$ cat config.mk
export PLATFORM = sky130hd
export DESIGN_NAME = adc_fmt_top
export DESIGN_NICKNAME = d
export VERILOG_FILES = /design/src/rtl/adc_fmt_pkg.sv /design/src/rtl/adc_fmt_lane.sv /design/src/rtl/adc_fmt_derand.sv /design/src/rtl/adc_fmt_top.sv
export SDC_FILE = /design/constraint.sdc
export NUM_CORES = 1
export LEC_CHECK = 0
export ABC_AREA = 1
export CAP_MARGIN = 25
export CORE_UTILIZATION = 42
export CTS_BUF_LIST = sky130_fd_sc_hd__clkbuf_8
export CTS_CLUSTER_DIAMETER = 40
export DETAILED_ROUTE_END_ITERATION = 6
export GPL_ROUTABILITY_DRIVEN = 0
export PLACE_DENSITY = 0.84
export SYNTH_ARGS = -nofsm -noshare
export SYNTH_HDL_FRONTEND = slang
export SYNTH_SLANG_ARGS = --single-unit
$ cat constraint.sdc
create_clock -name clk -period 0.99 [get_ports clk]
set_input_delay 0.198 -clock clk [delete_from_list [all_inputs] [get_ports clk]]
set_output_delay 0.198 -clock clk [all_outputs]
set_load 0.05 [all_outputs]
$ cat src/rtl/adc_fmt_pkg.sv
package adc_fmt_pkg;

  typedef struct packed {
    logic twos;
    logic rand_en;
    logic tp_en;
    logic dis;
  } fmt_mode_t;

endpackage

$ cat src/rtl/adc_fmt_lane.sv
module adc_fmt_lane
  import adc_fmt_pkg::*;
#(
  parameter int W    = 14,
  parameter int IN_W = 16
) (
  input  logic                   clk,
  input  logic                   rst_n,
  input  logic signed [IN_W-1:0] raw,
  input  fmt_mode_t              mode,
  input  logic        [W-1:0]    tp_val,
  output logic        [W-1:0]    q,
  output logic                   sat_hi,
  output logic                   sat_lo
);

  localparam int GUARD = IN_W - W;
  localparam logic signed [IN_W-1:0] HI_LIM = {{(GUARD+1){1'b0}}, {(W-1){1'b1}}};
  localparam logic signed [IN_W-1:0] LO_LIM = {{(GUARD+1){1'b1}}, {(W-1){1'b0}}};
  localparam logic [W-1:0] MSB_MASK = {1'b1, {(W-1){1'b0}}};

  // clamp then add half scale (flipping the MSB of the low W bits)
  function automatic logic [W-1:0] clamp_to_ob(input logic signed [IN_W-1:0] v);
    if (v > HI_LIM)      return {W{1'b1}};
    else if (v < LO_LIM) return {W{1'b0}};
    else                 return v[W-1:0] ^ MSB_MASK;
  endfunction

  function automatic logic [W-1:0] ob_to_tc(input logic [W-1:0] c);
    return c ^ MSB_MASK;
  endfunction

  function automatic logic [W-1:0] lsb_fold(input logic [W-1:0] c);
    return c ^ {{(W-1){c[0]}}, 1'b0};
  endfunction

  logic [W-1:0] ob_code, coded, mixed, picked, nxt;

  always_comb begin
    sat_hi  = raw > HI_LIM;
    sat_lo  = raw < LO_LIM;
    ob_code = clamp_to_ob(raw);
    coded   = mode.twos    ? ob_to_tc(ob_code) : ob_code;
    mixed   = mode.rand_en ? lsb_fold(coded)   : coded;
    picked  = mode.tp_en   ? tp_val            : mixed;
    nxt     = mode.dis     ? '0                : picked;
  end

  always_ff @(posedge clk or negedge rst_n) begin
    if (!rst_n) q <= '0;
    else        q <= nxt;
  end

endmodule

$ cat src/rtl/adc_fmt_derand.sv
module adc_fmt_derand #(
  parameter int W = 14
) (
  input  logic [W-1:0] word_in,
  input  logic         en,
  output logic [W-1:0] word_out
);

  function automatic logic [W-1:0] lsb_unfold(input logic [W-1:0] c);
    return c ^ {{(W-1){c[0]}}, 1'b0};
  endfunction

  always_comb word_out = en ? lsb_unfold(word_in) : word_in;

endmodule

$ cat src/rtl/adc_fmt_top.sv
module adc_fmt_top
  import adc_fmt_pkg::*;
#(
  parameter int NUM_CH  = 4,
  parameter int W       = 14,
  parameter int GUARD_W = 2
) (
  input  logic                       clk,
  input  logic                       rst_n,
  input  logic [NUM_CH*(W+GUARD_W)-1:0] raw_in,
  input  logic                       cfg_twos,
  input  logic                       cfg_rand,
  input  logic                       cfg_tp_en,
  input  logic [W-1:0]               cfg_tp_val,
  input  logic                       cfg_out_dis,
  output logic [NUM_CH*W-1:0]        data_out,
  output logic                       out_en,
  input  logic [W-1:0]               dec_in,
  input  logic                       dec_rand_en,
  output logic [W-1:0]               dec_out
);

  localparam int IN_W = W + GUARD_W;

  fmt_mode_t          mode;
  logic [NUM_CH-1:0]  sat_hi_w;
  logic [NUM_CH-1:0]  sat_lo_w;

  always_comb begin
    mode.twos    = cfg_twos;
    mode.rand_en = cfg_rand;
    mode.tp_en   = cfg_tp_en;
    mode.dis     = cfg_out_dis;
  end

  for (genvar ch = 0; ch < NUM_CH; ch++) begin : g_lane
    adc_fmt_lane #(.W(W), .IN_W(IN_W)) u_lane (
      .clk    (clk),
      .rst_n  (rst_n),
      .raw    (raw_in[ch*IN_W +: IN_W]),
      .mode   (mode),
      .tp_val (cfg_tp_val),
      .q      (data_out[ch*W +: W]),
      .sat_hi (sat_hi_w[ch]),
      .sat_lo (sat_lo_w[ch])
    );
  end

  always_ff @(posedge clk or negedge rst_n) begin
    if (!rst_n) out_en <= 1'b0;
    else        out_en <= ~cfg_out_dis;
  end

  adc_fmt_derand #(.W(W)) u_dec (
    .word_in  (dec_in),
    .en       (dec_rand_en),
    .word_out (dec_out)
  );

endmodule

==> results of run 1 <==
==> Yosys cell counts <==
master | count | area [um2]
nand2_1 | 70 | 263
buf_6 | 4 | 45.0
inv_1 | 5 | 18.8
nand2_4 | 4 | 45.0
nor2_1 | 162 | 608
o21ai_0 | 12 | 60.1
buf_2 | 6 | 30.0
a21oi_1 | 4 | 20.0
o21bai_2 | 4 | 45.0
buf_4 | 10 | 75.1
xnor2_1 | 17 | 149
nand3_1 | 52 | 260
nand3b_1 | 4 | 30.0
clkbuf_1 | 8 | 30.0
clkinv_1 | 1 | 3.75
nor2_2 | 40 | 250
dfrtp_1 | 57 | 1430
buf_1 | 1 | 3.75
nand2_2 | 12 | 75.1
==> kinds of logic after synthesis <==
logic type	after synthesis	synth area share, %
compound gates	20	3.64
xor+xnor	17	4.33
buf+inv	35	6.00
flops	57	41.5
simple gates	344	44.5
==> through the flow <==
| stage | TNS (ns) | utilization (%) | worst slack, ns | std cells | instance area (um2) |
|---|---|---|---|---|---|
| after floorplan | -0.176 | - | -0.0305 | 473 | 3750 |
| after global placement | -43.56 | 84.9 | -0.690 | 779 | 6630 |
| after detailed placement | -50.20 | 84.9 | -0.836 | 779 | 6630 |
| after CTS | -7.62 | 94.4 | -0.172 | 814 | 7370 |
==> repair_timing <==
action                     in CTS
gates resized for setup       154
hold buffers                    1
buffers inserted                9
hold endpoints to repair       10
setup endpoints to repair     127
pin swaps                      35
cloned                          9
==> results.md, run 1 <==
* Error Message: [ERROR DPL-0038] Utilization greater than 100%, impossible to legalize
* Die width at 92.5 um
* CTS Buf Count at 9
* Exit stage: global routing (5_1_grt)
* Outcome: aborted with a tool error
* Clk buf depth at 2
* Die H at 92.5 um
* Row Count at 32
* Worst-path end type: output port
* Synth warn at 0
* CTS H-Tree Depth at 3
* Cells after synthesis at 473
* Mean Syn Cell Area at 7.27 um2
* Root Buffer: clkbuf_8
* Net count after synthesis at 572
* HPWL Detailed at 10.9 mm
* Register area share after synthesis at 41.5%
* Num Clock Sinks at 57
* Synth Register Bits at 57
* I/O pin total at 170
* Largest net degree at the start of global routing at 27
* Cell variety after synth at 19
* Synth Cell Area at 3440 um2
* GRT worst endpoint: data_out[4]
* Port bufs at 169
* Initial core utilization at 44.0%
==> run 2, diff against run 1 <==
Settings changed: CORE_UTILIZATION 42 to 40, CTS_BUF_LIST sky130_fd_sc_hd__clkbuf_8 to unset, CTS_CLUSTER_DIAMETER 40 to unset, PLACE_DENSITY 0.84 to unset, PLACE_DENSITY_LB_ADDON set to 0.15.
==> results.md, run 2 <==
* Synth Register Bits at 57 (unchanged)
* Largest register FFs at 56
* CTS Buf Count at 9 (unchanged)
* Final Routed Wirelength at 15.2 mm
* Final ANT Viol Nets at 0
* First-pass GRT wire length at 21.2 mm
* Fin crit period at 1.11 ns
* Crit. Startpoint: g_lane[0].u_lane.q[2]
* Crit. End Element: primary output
* Clk buf depth at 2 (unchanged)
* Share of layout cells above drive strength 1 at 42.2%
* Critical path buffer and inverter count at 1
* Setup WS post-layout at -0.121 ns
* Final Hold Viols at 0
* Final period util at 112%
* WP depth at 1
* Delay-heaviest family, CP: flip-flops
* Synth top area share at 41.5% (unchanged)
* Slew Limit Fails at 0
* Regs by FF count: g_lane.u_lane.q: 56 flops, out_en: 1 flops
* Peak VDD IR at 730 uV
* Initial antenna violation count at 0
* Synth Cell Area at 3440 um2 (unchanged)
* Leakage at 3.40 nW
* Ant diodes at 0
* Top_reg_cell synth: dfrtp_1
* Synth warn at 0 (unchanged)
* Ys async rst share at 100% (unchanged)
* Number of global-route vias before repair at 4269
* Worst path max stage delay at 0.42 ns
* I/O pin total at 170 (unchanged)
* Net count after synthesis at 572 (unchanged)
* Number of vias per cell at 5.33
* Placed inst area at 6570 um2 (-0.93%)
* Post-synth EDFFs at 0 (unchanged)
* HPWL Detailed at 8.89 mm (-19%)
* WS Path Type: reg2out
* Row Count at 33 (+3.1%)
* Iteration-0 DRC Markers at 240
* Worst EP required at 0.79 ns
* Worst-path maximum fanout at 1
* Num Clock Sinks at 57 (unchanged)
* Leading area contributor after synthesis: dfrtp_1
* Clock transition at path regs at 0.07 ns
* Root Buffer: clkbuf_8
* Least-Margin Pin Slew at 0.333 ns
* Most frequent cells in the layout: nor2_1 (136), buf_12 (79), clkdlybuf4s50_1 (62)
* Reg with most FFs: g_lane.u_lane.q
* Initial core utilization at 41.6% (-2.4 points)
* Startpoint type of the worst setup path: flop
* Outcome: finished, violations left
* Gr ovfl total at 0
* Finished Layout Cells at 807
* Final instance area at 7410 um2
* Most frequent cell after synthesis: nor2_1
* HP Class: in2async
* GR Util All Layers at 31.9%
* RSZ-0062 raised after global routing: true
* Avg WL per Cell at 18.8 um
* Commonest cells post-synth: nor2_1 (162), nand2_1 (70), dfrtp_1 (57)
* Top cells by area, synth: dfrtp_1 (41%), nor2_1 (18%), nand2_1 (7.6%)
* Die H at 94.7 um (+2.4%)
* First drt pass iteration count at 5
* Setup violators final at 76
* Worst path slowest cell: dfrtp_1
* Max-cap violations at 0
* CP cell instances: buf_12
* Core ar. at 8260 um2
* Critical path data arrival time at 0.91 ns
* Register area share after synthesis at 41.5% (unchanged)
* Cell variety after synth at 19 (unchanged)
* Top achievable clock speed at 0.900 GHz
* Cells after synthesis at 473 (unchanged)
* Residual DRC at 0
* Port bufs at 169 (unchanged)
* CTS tree: done
* Die width at 94.7 um (+2.4%)
* CP endpoint: data_out[2]
* Largest net degree at the start of global routing at 58
* Final Net Count at 797
* Commonest non-fill, non-tap cell in the layout: nor2_1
* Failing checks: setup timing
* Die area at 8970 um2
* Max-Slew Margin vs Limit at 77.8%
* Placed Instances at 775 (-0.51%)
* PwrDens at 1240 nW/um2
* Via count at 4298
* CTS H-Tree Depth at 3 (unchanged)
* Mean Syn Cell Area at 7.27 um2 (unchanged)
* Layout area overhead at 116%
## run 2: cell counts after synthesis
Identical to the previous run, type by type.
## run 2: worst min-delay path by stage
| stage | from | to | slack (ns) | depth (start not counted) |
|---|---|---|---|---|
| finish | rst_n | g_lane[3].u_lane.q[6] | 0.43 | 3 |
| global route | cfg_out_dis | out_en | 0.44 | 2 |
| CTS | cfg_tp_en | g_lane[3].u_lane.q[0] | 0.37 | 3 |
| detailed placement | rst_n | g_lane[3].u_lane.q[9] | 0.22 | 2 |
| global placement | rst_n | g_lane[3].u_lane.q[9] | 0.22 | 2 |
| floorplan | rst_n | g_lane[0].u_lane.q[0] | -0.1 | 0 |
## run 2: cell type report
| class | instances | area (um2) |
|---|---|---|
| repair inverters | 1 | 7.51 |
| repair buffers | 240 | 3210 |
| fillers | 351 | 845 |
| clock inverters | 3 | 40.0 |
| clock buffers | 12 | 155 |
| well taps | 105 | 131 |
| multi-input cells | 383 | 2410 |
| flip-flops and latches | 57 | 1430 |
| inverters | 6 | 27.5 |
## run 2: per-layer routing
layer | track usage (%) | routed length, um | vias up
li1 | - | - | 1931
met1 | 36.6 | 5310 | 2024
met2 | 55.6 | 7720 | 279
met3 | 7.89 | 1450 | 64
met4 | 15.0 | 709 | 0
met5 | 0 | 0 | -
## run 2: logic make-up after synthesis
| kind of cell | count (synthesis) | share of synthesized area, % |
|---|---|---|
| AOI/OAI and AO/OA | 20 | 3.64 |
| xor gates and xnor gates | 17 | 4.33 |
| buffers and inverters | 35 | 6.00 |
| DFF | 57 | 41.5 |
| and+or+nand+nor | 344 | 44.5 |
## run 2: where the power goes
group	switching, mW	total, mW	internal (mW)	leakage (nW)
Sequential	0.159	2.67	2.51	0.732
Clock	0.917	2.20	1.28	0.102
Combinational	2.24	4.33	2.09	2.57
Total	3.31	9.19	5.88	3.40
## run 2: stage by stage
| stage | hold slack, ns | total power, mW | util, % | TNS (ns) | setup slack (ns) |
|---|---|---|---|---|---|
| 3_3_place_gp | 0.222 | 6.42 | 79.5 | -43.64 | -0.692 |
| 3_5_place_dp | 0.221 | 6.49 | 79.5 | -47.88 | -0.792 |
| 5_1_grt | 0.440 | 9.53 | 89.8 | -8.16 | -0.156 |
| 2_1_floorplan | -0.0976 | 4.49 | - | -0.176 | -0.0305 |
| 6_report | 0.428 | 9.19 | 89.8 | -5.87 | -0.121 |
| 4_1_cts | 0.372 | 8.97 | 87.3 | -6.38 | -0.126 |
## run 2: tightest hold or removal path: cells and delay by family
kind,cells,cell delay [ns]
buffers and inverters,3,0.96
## run 2: repair_timing
| action | CTS | global route |
|---|---|---|
| buffers inserted | 5 | 0 |
| setup endpoints to repair | 127 | 114 |
| pin swaps | 28 | 33 |
| hold buffers | 1 | 0 |
| hold endpoints to repair | 57 | 0 |
| gates resized for setup | 134 | 67 |
| cloned | 10 | 1 |
Note: power is estimated with default switching activity, not from simulation.
